[config.mk]
export PLATFORM = sky130hd
export DESIGN_NAME = resetline_ctrl
export DESIGN_NICKNAME = d
export VERILOG_FILES = /design/src/rtl/resetline_pkg.sv /design/src/rtl/resetline_sync.sv /design/src/rtl/resetline_timer.sv /design/src/rtl/resetline_fsm.sv /design/src/rtl/resetline_ctrl.sv
export SDC_FILE = /design/constraint.sdc
export NUM_CORES = 1
export LEC_CHECK = 0
export ABC_AREA = 1
export BUFFER_PORTS_ARGS = -buffer_cell sky130_fd_sc_hd__buf_2
export CAP_MARGIN = 20
export CELL_PAD_IN_SITES_DETAIL_PLACEMENT = 0
export CELL_PAD_IN_SITES_GLOBAL_PLACEMENT = 2
export CORE_MARGIN = 2
export CORE_UTILIZATION = 28
export DETAILED_ROUTE_END_ITERATION = 10
export PLACE_DENSITY = 0.74
export SYNTH_ARGS = -nofsm -noshare
export SYNTH_HDL_FRONTEND = slang
export SYNTH_HIERARCHICAL = 1
export SYNTH_SLANG_ARGS = --single-unit
[constraint.sdc]
create_clock -name clk -period 2.86 [get_ports clk]
set_clock_uncertainty 0.15 [all_clocks]
set_input_delay 0.429 -clock clk [delete_from_list [all_inputs] [get_ports clk]]
set_output_delay 0.429 -clock clk [all_outputs]
set_load 0.02 [all_outputs]
[src/rtl/resetline_pkg.sv]
// Shared types for the reset line controller.
// Assumes: consumed by every module of the block via import.
package resetline_pkg;

    // Sequencer states for the shared reset line.
    typedef enum logic [2:0] {
        ST_IDLE     = 3'd0,
        ST_DEBOUNCE = 3'd1,
        ST_SETTLE   = 3'd2,
        ST_WAIT_REL = 3'd3,
        ST_PULSE    = 3'd4,
        ST_PFAIL    = 3'd5,
        ST_RECOVER  = 3'd6
    } rl_state_e;

endpackage

[src/rtl/resetline_sync.sv]
// Multi-stage flip-flop synchronizer for a vector of asynchronous levels.
// Assumes: each bit is a slow level and is synchronized on its own; no
// bit-to-bit coherence is needed. RESET_VAL gives the idle level of each bit.
module resetline_sync #(
    parameter int                 WIDTH     = 1,
    parameter int                 STAGES    = 2,
    parameter logic [WIDTH-1:0]   RESET_VAL = '0
) (
    input  logic             clk,
    input  logic             rst_n,
    input  logic [WIDTH-1:0] d,
    output logic [WIDTH-1:0] q
);

    logic [WIDTH-1:0] stage [STAGES];

    generate
        for (genvar s = 0; s < STAGES; s++) begin : g_stage
            if (s == 0) begin : g_first
                // Capture the raw asynchronous input.
                always_ff @(posedge clk) begin
                    if (!rst_n) stage[0] <= RESET_VAL;
                    else        stage[0] <= d;
                end
            end else begin : g_next
                // Shift the value one stage further along the chain.
                always_ff @(posedge clk) begin
                    if (!rst_n) stage[s] <= RESET_VAL;
                    else        stage[s] <= stage[s-1];
                end
            end
        end
    endgenerate

    assign q = stage[STAGES-1];

endmodule

[src/rtl/resetline_timer.sv]
// Shared interval counter. It counts step pulses from zero and reports done
// on the step that completes LIMIT steps.
// Assumes: the sequencer clears it on every state change and LIMIT >= 1.
module resetline_timer #(
    parameter int CW = 8
) (
    input  logic          clk,
    input  logic          rst_n,
    input  logic          clear,
    input  logic          step,
    input  logic [CW-1:0] limit,
    output logic          done
);

    logic [CW-1:0] count;

    // Clear on request, otherwise advance on each step pulse.
    always_ff @(posedge clk) begin
        if (!rst_n)      count <= '0;
        else if (clear)  count <= '0;
        else if (step)   count <= count + CW'(1);
    end

    // Terminal step: the step that brings the total to LIMIT.
    always_comb begin
        done = step && (count == (limit - CW'(1)));
    end

endmodule

[src/rtl/resetline_fsm.sv]
// Sequencer for the shared reset line. It handles the pushbutton debounce,
// the wait for release and the reset pulse, with power-fail handling and
// its recovery delay taking priority over all of them.
// Assumes: all level inputs are already synchronized; tick is a one-cycle
// pulse in the clk domain; limits are at least 1.
module resetline_fsm
    import resetline_pkg::*;
#(
    parameter int CW             = 8,
    parameter int DEBOUNCE_TICKS = 250,
    parameter int PULSE_TICKS    = 250,
    parameter int RECOVER_TICKS  = 250,
    parameter int SETTLE_CYCLES  = 4
) (
    input  logic          clk,
    input  logic          rst_n,
    input  logic          tick,
    input  logic          line_s,
    input  logic          line_fall,
    input  logic          line_rise,
    input  logic          pf_s,
    input  logic          osc_s,
    input  logic          timer_done,
    output logic          timer_clear,
    output logic          timer_step,
    output logic [CW-1:0] timer_limit,
    output rl_state_e     state,
    output logic          pull_low
);

    localparam logic [CW-1:0] LIM_DEB = CW'(DEBOUNCE_TICKS);
    localparam logic [CW-1:0] LIM_PUL = CW'(PULSE_TICKS);
    localparam logic [CW-1:0] LIM_REC = CW'(RECOVER_TICKS);
    localparam logic [CW-1:0] LIM_SET = CW'(SETTLE_CYCLES);

    rl_state_e state_n;

    // Next-state choice; power-fail overrides every other condition.
    always_comb begin
        state_n = state;
        if (pf_s) begin
            state_n = ST_PFAIL;
        end else begin
            unique case (state)
                ST_IDLE:     if (line_fall)  state_n = ST_DEBOUNCE;
                ST_DEBOUNCE: if (timer_done) state_n = ST_SETTLE;
                ST_SETTLE:   if (timer_done) state_n = line_s ? ST_IDLE : ST_WAIT_REL;
                ST_WAIT_REL: if (line_rise)  state_n = ST_PULSE;
                ST_PULSE:    if (timer_done) state_n = ST_IDLE;
                ST_PFAIL:    state_n = osc_s ? ST_RECOVER : ST_IDLE;
                ST_RECOVER:  if (timer_done) state_n = ST_IDLE;
                default:     state_n = ST_IDLE;
            endcase
        end
    end

    // State register.
    always_ff @(posedge clk) begin
        if (!rst_n) state <= ST_IDLE;
        else        state <= state_n;
    end

    // Timer control: tick-based intervals, and the settle gap in clock cycles.
    always_comb begin
        timer_clear = (state_n != state);
        timer_step  = 1'b0;
        timer_limit = LIM_DEB;
        unique case (state)
            ST_DEBOUNCE: begin timer_step = tick; timer_limit = LIM_DEB; end
            ST_SETTLE:   begin timer_step = 1'b1; timer_limit = LIM_SET; end
            ST_PULSE:    begin timer_step = tick; timer_limit = LIM_PUL; end
            ST_RECOVER:  begin timer_step = tick; timer_limit = LIM_REC; end
            default:     begin timer_step = 1'b0; timer_limit = LIM_DEB; end
        endcase
    end

    // Line driver decode: pull low in every driven phase.
    always_comb begin
        unique case (state)
            ST_DEBOUNCE, ST_PULSE, ST_PFAIL, ST_RECOVER: pull_low = 1'b1;
            default:                                     pull_low = 1'b0;
        endcase
    end

endmodule

[src/rtl/resetline_ctrl.sv]
// Top of the reset line controller. It synchronizes the sensed line, the
// power-fail input and the oscillator status, detects edges on the line,
// and connects the sequencer to the shared interval timer.
// Assumes: line_in is the wired level of the open-drain line, and it includes
// this block's own pull-down. SETTLE_CYCLES covers the synchronizer
// latency (at least SYNC_STAGES + 2).
module resetline_ctrl
    import resetline_pkg::*;
#(
    parameter int DEBOUNCE_TICKS = 250,
    parameter int PULSE_TICKS    = 250,
    parameter int RECOVER_TICKS  = 250,
    parameter int SETTLE_CYCLES  = 4,
    parameter int SYNC_STAGES    = 2
) (
    input  logic clk,
    input  logic rst_n,
    input  logic tick,
    input  logic line_in,
    input  logic power_fail,
    input  logic osc_running,
    output logic line_pull_low
);

    localparam int MAX_AB  = (DEBOUNCE_TICKS > PULSE_TICKS) ? DEBOUNCE_TICKS : PULSE_TICKS;
    localparam int MAX_ABC = (MAX_AB > RECOVER_TICKS) ? MAX_AB : RECOVER_TICKS;
    localparam int MAX_LIM = (MAX_ABC > SETTLE_CYCLES) ? MAX_ABC : SETTLE_CYCLES;
    localparam int CW      = $clog2(MAX_LIM + 1);

    logic          line_s;
    logic          line_q;
    logic          line_fall;
    logic          line_rise;
    logic [1:0]    status_s;
    logic          pf_s;
    logic          osc_s;
    logic          timer_clear;
    logic          timer_step;
    logic          timer_done;
    logic [CW-1:0] timer_limit;
    rl_state_e     state;

    resetline_sync #(
        .WIDTH     (1),
        .STAGES    (SYNC_STAGES),
        .RESET_VAL (1'b1)
    ) u_line_sync (
        .clk   (clk),
        .rst_n (rst_n),
        .d     (line_in),
        .q     (line_s)
    );

    resetline_sync #(
        .WIDTH     (2),
        .STAGES    (SYNC_STAGES),
        .RESET_VAL (2'b00)
    ) u_status_sync (
        .clk   (clk),
        .rst_n (rst_n),
        .d     ({power_fail, osc_running}),
        .q     (status_s)
    );

    assign pf_s  = status_s[1];
    assign osc_s = status_s[0];

    // Keep the previous synchronized line level for edge detection.
    always_ff @(posedge clk) begin
        if (!rst_n) line_q <= 1'b1;
        else        line_q <= line_s;
    end

    assign line_fall = line_q & ~line_s;
    assign line_rise = ~line_q & line_s;

    resetline_timer #(
        .CW (CW)
    ) u_timer (
        .clk   (clk),
        .rst_n (rst_n),
        .clear (timer_clear),
        .step  (timer_step),
        .limit (timer_limit),
        .done  (timer_done)
    );

    resetline_fsm #(
        .CW             (CW),
        .DEBOUNCE_TICKS (DEBOUNCE_TICKS),
        .PULSE_TICKS    (PULSE_TICKS),
        .RECOVER_TICKS  (RECOVER_TICKS),
        .SETTLE_CYCLES  (SETTLE_CYCLES)
    ) u_fsm (
        .clk         (clk),
        .rst_n       (rst_n),
        .tick        (tick),
        .line_s      (line_s),
        .line_fall   (line_fall),
        .line_rise   (line_rise),
        .pf_s        (pf_s),
        .osc_s       (osc_s),
        .timer_done  (timer_done),
        .timer_clear (timer_clear),
        .timer_step  (timer_step),
        .timer_limit (timer_limit),
        .state       (state),
        .pull_low    (line_pull_low)
    );

endmodule

==> results of run 1 <==
layout make-up:
cell class	count	area, um2
flip-flops and latches	18	364
repair buffers	21	158
well taps	52	65.1
clock buffers	3	41.3
multi-input cells	155	781
fillers	488	2790
inverters	41	156
state kept, by name (all words and copies together) (netlist names):
name,flops
u_timer/count,8
u_status_sync/stage,4
u_fsm/state,3
u_line_sync/stage,2
line_q,1
logic make-up (layout without fill, tap and decap cells):
logic type | count (synthesis) | after routing | synth area share, %
buffers and inverters | 48 | 65 | 16.5
AO/OA/AOI/OAI | 7 | 7 | 2.85
AND/OR/NAND/NOR | 142 | 142 | 48.0
other | 1 | 1 | 0.295
flip-flops | 18 | 18 | 28.3
XOR/XNOR | 3 | 3 | 2.07
adder cells (fa/ha/maj) | 2 | 2 | 1.97
power by group through the flow:
stage	Clock [mW]	Combinational, mW	Sequential, mW
5_1_grt	0.203	0.0910	0.263
4_1_cts	0.189	0.0729	0.261
6_report	0.182	0.0809	0.262
2_1_floorplan	0	0.0472	0.266
3_3_place_gp	0	0.0723	0.267
3_5_place_dp	0	0.0713	0.267
cell usage after synthesis:
master,count,area share (%)
xor2_1,2,1.4
a21oi_1,5,2.0
nand2_1,72,21
nand2_2,2,0.98
nor3b_1,1,0.59
conb_1,1,0.29
dfxtp_1,18,28
nand3_2,2,1.6
ha_1,2,2.0
nor2_2,2,0.98
nand4_1,3,1.5
nand3_1,18,7.1
nor2_1,35,10
a31oi_1,1,0.49
nor2_4,2,1.8
clkinv_1,1,0.29
nor3_1,5,2.0
inv_1,37,11
xnor2_1,1,0.69
buf_4,6,3.5
inv_2,3,0.88
buf_6,1,0.88
o21ai_0,1,0.39
what timing repair did:
item	4_1_cts	5_1_grt
buffers inserted	0	3
pin swaps	1	18
hold buffers	0	0
setup endpoints to repair	7	8
gates resized for setup	3	28
layer usage:
| metal | vias to the layer above | GRT usage (%) | wire [um] |
|---|---|---|---|
| li1 | 696 | - | - |
| met1 | 524 | 17.2 | 1610 |
| met2 | 17 | 17.7 | 1240 |
| met3 | 2 | 1.83 | 68 |
| met4 | 0 | 3.14 | 15 |
| met5 | - | 0 | 0 |
per-stage QoR:
step / instances / setup TNS, ps / cell area, um2
floorplan: 221 / 0 / 1270
global placement: 284 / -38.4 / 1400
detailed placement: 284 / -226 / 1400
CTS: 287 / 0 / 1450
global route: 290 / -40.9 / 1570
finish: 290 / 0 / 1570
worst reg2reg max path, stage by stage (launching register included):
cell and delay [ps]:
dfxtp_2 330, inv_2 80, nand3_4 100, inv_4 80, ha_4 190, nand2_1 60, nand3_1 70, nor2_1 130
nand2_1 80, nor2_2 90, nand3_2 80, nor2_4 160, buf_6 120, nor2_1 40, nor2_2 130, nand4_1 100
nand2_1 70, nand3_1 90, nor2_2 140, inv_2 100, nor3_2 170
how the worst min path moves through the flow:
stage | startpoint | endpoint | slack (ps)
after global routing | line_in | u_line_sync/stage[0]$_SDFF_PN1_ | 200
after floorplan | u_line_sync/stage[0]$_SDFF_PN1_ | u_line_sync/stage[1]$_SDFF_PN1_ | 230
after detailed placement | u_line_sync/stage[0]$_SDFF_PN1_ | u_line_sync/stage[1]$_SDFF_PN1_ | 240
after global placement | u_line_sync/stage[0]$_SDFF_PN1_ | u_line_sync/stage[1]$_SDFF_PN1_ | 230
final | line_in | u_line_sync/stage[0]$_SDFF_PN1_ | 190
after CTS | line_in | u_line_sync/stage[0]$_SDFF_PN1_ | 190
==> results.cfg, run 1 <==
[synth]
ys_types = 23
ys_ff_latch = 18
syn_avg_cell_area_um2 = 5.76
syn_area_mm2 = 0.00127
ys_seq_area_share_pct = 28.3
syn-num-nets = 229
yosys_warnings = 6
synth_cells = 221

[floorplanning]
die_area_mm2 = 0.00510
design.portCount = 7
die_w_um = 71.4
die_y_um = 71.4
core-area_mm2 = 0.00435
rows = 24
start_util_pct = 29.2

[cts]
root_buffer = clkbuf_8
cts_made_buffers = 3
clock_path_buffers = 2
cts-htree-levels = 1
cts_tree = built
clkTransAtPathRegs_ps = 70
cts.sinks = 18
clkLatencyLatePin_ps = 250

[worst_setup_path]
start_kind = flop
crit_path_cell_trace = inv_2 -> nand3_4 -> inv_4 -> ha_4 -> nand2_1 -> nand3_1 -> nor2_1 -> nand2_1 -> nor2_2 -> nand3_2 -> nor2_4 -> buf_6 -> nor2_1 -> nor2_2 -> nand4_1 -> nand2_1 -> nand3_1 -> nor2_2 -> inv_2 -> nor3_2
rrSetupSlack_ps = 240
crit_path_end = u_timer/count[6]$_SDFFE_PP0P_
end_kind = flop
crit_buf_inv = 4
cp.required_ps = 2900
crit_fanout = 5
slowest_delay_ps = 330
reg2reg_depth = 20
crit_cells = 20
slowest_stage = dfxtp_2
path_class = reg -> reg
cp-startpoint = u_fsm/state[2]$_SDFF_PN0_
rr_endpoint = u_timer/count[6]$_SDFFE_PP0P_
cpLargestDelayFamily = simple AND/OR/NAND/NOR gates
cp_data_arrival_time_ps = 2660
timing.rr.start = u_fsm/state[2]$_SDFF_PN0_

[timing]
finalWorstSetupSlack_ps = 235
hold_viol_final = 0
max_clock_freq_ghz = 0.381
slew_viol_final = 0
finalCritPeriodShare_pct = 91.8
min_period_ps = 2620
finalSetupViolCount = 0
whs_ps = 195

[power_and_ir_drop]
ir_worst_vdd_v = 0.000190
cellLeakagePower_nw = 0.783
pwr-share-comb_pct = 15.4
powerDensity_mw_per_mm2 = 335
pwr-share-clk_pct = 34.7
power_mw = 0.524
seq_power_share_pct = 49.9
p_int_mw = 0.385
netSwitchingFraction_pct = 26.5
p_sw_mw = 0.139

[grt]
grt_pass1_vias = 1055
track_usage_pct = 11.7
grt_max_degree = 13
grt_overflow = 0
grt_pass1_wl_um = 4730
antenna_found_initial = 0

[min_path]
hold_path.class = in -> reg
hold_depth = 3

[placed_design]
numPortBuffers = 6
dpl_worst_slack_ps = -72.4
place_congestion = 0.748
hpwl_um = 2230

[outcome]
status = completed

[routing]
routed_wl_um = 2930
wl_per_cell_um = 10.1
drt_iter0_drc = 59
via_per_inst = 4.27
first_pass_iters = 4
ant_nets = 0
drc = 0
vias = 1239

[finish]
fin_util_pct = 35.9
area_delta_synth_final_pct = 23.0
drive_gt1_share_pct = 23.9
final_cell_mix = 69 x nand2_1, 34 x inv_1, 30 x nor2_1, 16 x nand3_1, 15 x dfxtp_1
antenna_cells = 0
final_nets = 248
final_common_cell = nand2_1

[flow_run]
cap_viol_max_count = 0
Power figures use the tool's default switching activity.
==> inputs of run 2 (changes only) <==
--- a/config.mk
+++ b/config.mk
@@ -13,6 +13,7 @@
 export CORE_MARGIN = 2
 export CORE_UTILIZATION = 28
 export DETAILED_ROUTE_END_ITERATION = 10
+export GPL_TIMING_DRIVEN = 0
 export PLACE_DENSITY = 0.74
 export SYNTH_ARGS = -nofsm -noshare
 export SYNTH_HDL_FRONTEND = slang
==> run 2 against run 1 <==
Sequential power about the same. Count of clock-buffer cells in the layout up 1. Design area up 7.0%. Via count down 0.16%. Setup slack worse by 160 ps. Routed wire length down 5.6%. Die area unchanged. Critical path type unchanged. Critical endpoint is now u_timer/count[2]$_SDFFE_PP0P_.
==> results.cfg, run 2 (synthesis results as in run 1) <==
[worst_setup_path]
slowest_delay_ps = 370
crit_fanout = 6
cp_common_cell = nand2_1
rr_endpoint = u_timer/count[2]$_SDFFE_PP0P_
slowest_stage = dfxtp_4
cp_data_arrival_time_ps = 2820
cp.required_ps = 2900
start_kind = flop
timing.rr.start = u_fsm/state[2]$_SDFF_PN0_
path_class = reg -> reg
rrSetupSlack_ps = 80
reg2reg_depth = 24
end_kind = flop
crit_path_cell_trace = inv_6 -> nand3_4 -> buf_6 -> buf_6 -> inv_1 -> nand2_1 -> nand2_2 -> inv_1 -> nand2_1 -> nand2_1 -> nor2_1 -> nand3_1 -> nor2_4 -> buf_6 -> o21ai_2 -> nor2_2 -> inv_1 -> nand3_1 -> nand2_1 -> nand2_2 -> nand3_4 -> nor2_4 -> inv_4 -> nor3b_2

[finish]
antenna_cells = 0
top_register = u_timer/count
largest_register_ffs = 8
final_common_cell = nand2_1
top_regs = u_timer/count x8, u_status_sync/stage x4, u_fsm/state x3
drive_gt1_share_pct = 29.1
final_cell_mix = 66 x nand2_1, 31 x inv_1, 29 x nor2_1, 16 x nand3_1, 16 x buf_4
final_nets = 253
area_delta_synth_final_pct = 31.6

[timing]
min_period_ps = 2780
rsz0062_at_grt = yes
max_clock_freq_ghz = 0.360
finalWorstSetupSlack_ps = 79.3
hold_viol_final = 0
whs_ps = 196
finalCritPeriodShare_pct = 97.2
finalSetupViolCount = 0
slew_viol_final = 0

[power_and_ir_drop]
power_mw = 0.555
powerDensity_mw_per_mm2 = 332
cellLeakagePower_nw = 0.821
ir_worst_vdd_v = 0.000260

[cts]
cts_tree = built
clkTransAtPathRegs_ps = 70
clkLatencyLatePin_ps = 250
cts-htree-levels = 1
root_buffer = clkbuf_8
cts_made_buffers = 3
cts.sinks = 18
clock_path_buffers = 2

[routing]
wl_per_cell_um = 9.35
routed_wl_um = 2770
drt_iter0_drc = 61
drc = 0
via_per_inst = 4.18
ant_nets = 0
vias = 1237
first_pass_iters = 4

[placed_design]
hpwl_um = 2090
numPortBuffers = 6
dpl_worst_slack_ps = -664
place_congestion = 0.725

[floorplanning]
design.portCount = 7
die_area_mm2 = 0.00510
die_y_um = 71.4
core-area_mm2 = 0.00435
die_w_um = 71.4
rows = 24
start_util_pct = 29.2

[grt]
antenna_found_initial = 0
track_usage_pct = 11.8
grt_overflow = 0
grt_max_degree = 11
grt_pass1_vias = 1128
grt_pass1_wl_um = 4830

[flow_run]
cap_viol_max_count = 0

[min_path]
whs_endpoint = u_line_sync/stage[0]$_SDFF_PN1_
hold_path.class = in -> reg
holdCritStartpoint = line_in
hold_depth = 3

[outcome]
status = completed
==> run 2: cell types whose count changed in the layout (fill, tap and decap cells not counted), sizes merged <==
cell	change
buf	+5
clkbuf	+1
==> run 2: repair_timing <==
action	in CTS	in global routing
gates resized for setup	24	26
pin swaps	10	21
hold buffers	0	0
setup buffers	9	5
endpoints found under the setup margin	8	8
endpoints found under the hold margin	0	0
==> run 2: layer usage <==
| layer | global-route usage [%] | vias to the layer above | wire length [um] |
|---|---|---|---|
| met5 | 0 | - | 0 |
| met1 | 18.5 | 512 | 1560 |
| li1 | - | 706 | - |
| met2 | 16.3 | 12 | 1100 |
| met3 | 1.27 | 7 | 45 |
| met4 | 4.40 | 0 | 58 |
==> run 2: critical path: cells and delay by family (launching register included) <==
family,cells,cell delay [ps]
compound gates,1,50
buf+inv,8,680
flops,1,370
simple gates,15,1440
==> run 2: final cells by class <==
cell class,count,area (um2)
Multi-Input combinational cell,155,821
Fill cell,479,2680
Tap cell,52,65.1
Sequential cell,18,369
Clock buffer,4,55.1
Inverter,41,169
Buffer,6,48.8
Timing Repair Buffer,20,146
==> run 2: metrics by stage <==
| stage | std cells | util, % | TNS (ps) | instance area, um2 |
|---|---|---|---|---|
| 3_5_place_dp | 279 | 31.4 | -4480 | 1370 |
| 4_1_cts | 292 | 35.9 | -84.8 | 1560 |
| 6_report | 296 | 38.4 | 0 | 1670 |
| 2_1_floorplan | 221 | - | 0 | 1270 |
| 3_3_place_gp | 279 | 31.4 | -4610 | 1370 |
| 5_1_grt | 296 | 38.4 | -644 | 1670 |
==> run 2: how the worst max path moves through the flow <==
| stage | start | to | slack, ps | depth (start not counted) |
|---|---|---|---|---|
| floorplan | u_fsm/state[2]$_SDFF_PN0_ | u_timer/count[2]$_SDFFE_PP0P_ | 40 | 22 |
| global placement | u_fsm/state[2]$_SDFF_PN0_ | u_timer/count[6]$_SDFFE_PP0P_ | -700 | 22 |
| detailed placement | u_fsm/state[2]$_SDFF_PN0_ | u_timer/count[2]$_SDFFE_PP0P_ | -660 | 22 |
| CTS | u_fsm/state[0]$_SDFF_PN0_ | u_timer/count[4]$_SDFFE_PP0P_ | -30 | 23 |
| global route | u_fsm/state[2]$_SDFF_PN0_ | u_timer/count[2]$_SDFFE_PP0P_ | -130 | 23 |
| finish | u_fsm/state[2]$_SDFF_PN0_ | u_timer/count[2]$_SDFFE_PP0P_ | 80 | 24 |
==> run 2: power by group <==
part	total (mW)	switching, mW	leakage [nW]	internal (mW)
clock network	0.205	0.0822	0.0288	0.122
registers	0.264	0.00654	0.149	0.257
logic	0.0872	0.0507	0.644	0.0364
==> inputs of run 3 (changes only) <==
--- a/config.mk
+++ b/config.mk
@@ -11,10 +11,9 @@
 export CELL_PAD_IN_SITES_DETAIL_PLACEMENT = 0
 export CELL_PAD_IN_SITES_GLOBAL_PLACEMENT = 2
 export CORE_MARGIN = 2
-export CORE_UTILIZATION = 28
+export CORE_UTILIZATION = 31
 export DETAILED_ROUTE_END_ITERATION = 10
-export GPL_TIMING_DRIVEN = 0
-export PLACE_DENSITY = 0.74
+export PLACE_DENSITY = 0.77
 export SYNTH_ARGS = -nofsm -noshare
 export SYNTH_HDL_FRONTEND = slang
 export SYNTH_HIERARCHICAL = 1
==> constraint.sdc (replaced) <==
create_clock -name clk -period 3.15 [get_ports clk]
set_clock_uncertainty 0.15 [all_clocks]
set_input_delay 0.4725 -clock clk [delete_from_list [all_inputs] [get_ports clk]]
set_output_delay 0.4725 -clock clk [all_outputs]
set_load 0.02 [all_outputs]
==> run 3 against run 2 <==
Clock power shrank 10%. Fmax down 1.4%. Design area is 14% lower. Count of clock-buffer cells in the layout stayed put. Setup slack improved by 250 ps. Sequential share of layout area increased by 3.0 points. Hold slack better by 43 ps. Register-to-register slack better by 250 ps. Routed wire length decreased by 2.7%. Largest power group unchanged.
==> results.cfg, run 3 (synthesis results as in run 1) <==
[floorplanning]
die_area_mm2 = 0.00463
rows = 23
design.portCount = 7
start_util_pct = 32.0
core-area_mm2 = 0.00397
die_w_um = 68.1
die_y_um = 68.1

[power_and_ir_drop]
netSwitchingFraction_pct = 23.8
seq_power_share_pct = 49.0
cellLeakagePower_nw = 0.746
pwr-share-clk_pct = 38.0
ir_worst_vdd_v = 0.000189
p_int_mw = 0.369
pwr-share-comb_pct = 12.9
p_sw_mw = 0.115
powerDensity_mw_per_mm2 = 336

[worst_setup_path]
end_kind = flop
crit_fanout = 8
start_kind = flop
cp_data_arrival_time_ps = 2850
crit_path_cell_trace = inv_2 -> nand3_4 -> inv_1 -> ha_2 -> inv_1 -> nand2_1 -> nand2_1 -> nor2_1 -> nand2_1 -> nor2_1 -> nand3_1 -> nor2_4 -> nand2_1 -> o21ai_0 -> nor2_2 -> nor2_2 -> nand3_1 -> nand2_1 -> nand3_1 -> nor2_1 -> inv_1 -> nor3_1
slowest_stage = dfxtp_1
cp.required_ps = 3170
cp_common_cell = nand2_1
path_class = reg -> reg
slowest_delay_ps = 350

[cts]
post_cts_buffers = 0
cts_tree = built
cts.sinks = 18
clock_path_buffers = 2
clkTransAtPathRegs_ps = 70
cts-htree-levels = 1
cts_hold_buf = 0
root_buffer = clkbuf_8
clkLatencyLatePin_ps = 250
cts_made_buffers = 3

[timing]
min_period_ps = 2820
max_clock_freq_ghz = 0.355
slew_viol_final = 0
finalWorstSetupSlack_ps = 329
finalCritPeriodShare_pct = 89.5
hold_viol_final = 0
setup_tns_ps = 0
finalSetupViolCount = 0
rsz0062_at_grt = no

[grt]
grt_pass1_vias = 1018
track_usage_pct = 12.7
grt_pass1_wl_um = 4390
grt_overflow = 0
grt_max_degree = 13
antenna_found_initial = 0

[routing]
drt_iter0_drc = 85
wl_per_cell_um = 9.58
drc = 0
routed_wl_um = 2690
vias = 1223
ant_nets = 0
via_per_inst = 4.35
first_pass_iters = 4

[min_path]
hold_path.class = in -> reg

[flow_run]
cap_viol_max_count = 0

[finish]
largest_register_ffs = 8
seq_area_um2 = 362
final_common_cell = nand2_1
drive_gt1_share_pct = 14.3
multi_input_area_um2 = 727
fin_util_pct = 36.3
area_delta_synth_final_pct = 13.4
final_cell_mix = 72 x nand2_1, 37 x inv_1, 33 x nor2_1, 18 x nand3_1, 17 x dfxtp_1
n_fill_cell = 449
antenna_cells = 0
top_regs = u_timer/count x8, u_status_sync/stage x4, u_fsm/state x3
final_nets = 240
top_register = u_timer/count

[placed_design]
hpwl_um = 2180
place_congestion = 0.895
numPortBuffers = 6
dpl_worst_slack_ps = 128

[outcome]
status = completed
run 3: changes by cell type in the layout (fill, tap and decap cells not counted), sizes merged:
cell / change
buf: -13
run 3: path summary, 6_finish.rpt:
kind                              startpoint                              end  slack (ps)  cells after the start
min                                  line_in  u_line_sync/stage[0]$_SDFF_PN1_         240                      3
max reg2reg        u_fsm/state[2]$_SDFF_PN0_    u_timer/count[6]$_SDFFE_PP0P_         330                     22
max                u_fsm/state[2]$_SDFF_PN0_    u_timer/count[6]$_SDFFE_PP0P_         330                     22
min reg2reg  u_line_sync/stage[0]$_SDFF_PN1_  u_line_sync/stage[1]$_SDFF_PN1_         250                      2
run 3: per-layer routing:
metal | global-route usage [%] | vias up | share of wire, % | routed length, um
met5 | 0 | - | 0 | 0
met2 | 19.9 | 20 | 45 | 1210
met3 | 1.48 | 2 | 3.4 | 91
met4 | 4.50 | 0 | 0.71 | 19
met1 | 17.8 | 522 | 51 | 1370
li1 | - | 679 | - | -
run 3: area by class of cell:
class,count,share of cell area (%)
clock buffer,4,3.82
timing repair buffer,13,5.72
tap,50,4.34
inverter,41,10.7
sequential,18,25.1
multi-input combinational,155,50.4
run 3: power by group through the flow:
stage	logic, mW	clock network (mW)	registers [mW]
finish	0.0627	0.184	0.237
floorplan	0.0428	0	0.242
CTS	0.0613	0.193	0.237
detailed placement	0.0611	0	0.243
global placement	0.0609	0	0.242
global route	0.0715	0.202	0.238
run 3: metrics by stage:
stage	hold slack, ps	power (mW)	std cells	cell area [um2]
after floorplan	230	0.285	221	1270
after global placement	238	0.303	277	1360
after detailed placement	239	0.304	277	1360
after CTS	232	0.492	281	1420
after global routing	239	0.511	281	1440
final	239	0.484	281	1440
run 3: critical path, delay by kind of cell, from the launching register on:
family          cells  cell delay, ps
compound gates      1             100
fa+ha+maj           1             330
buf+inv             4             290
flops               1             350
simple gates       16            1530
run 3: repair_timing:
item                                    4_1_cts  5_1_grt
hold endpoints to repair                      0        0
resized for setup                             0        7
endpoints found under the setup margin        0        8
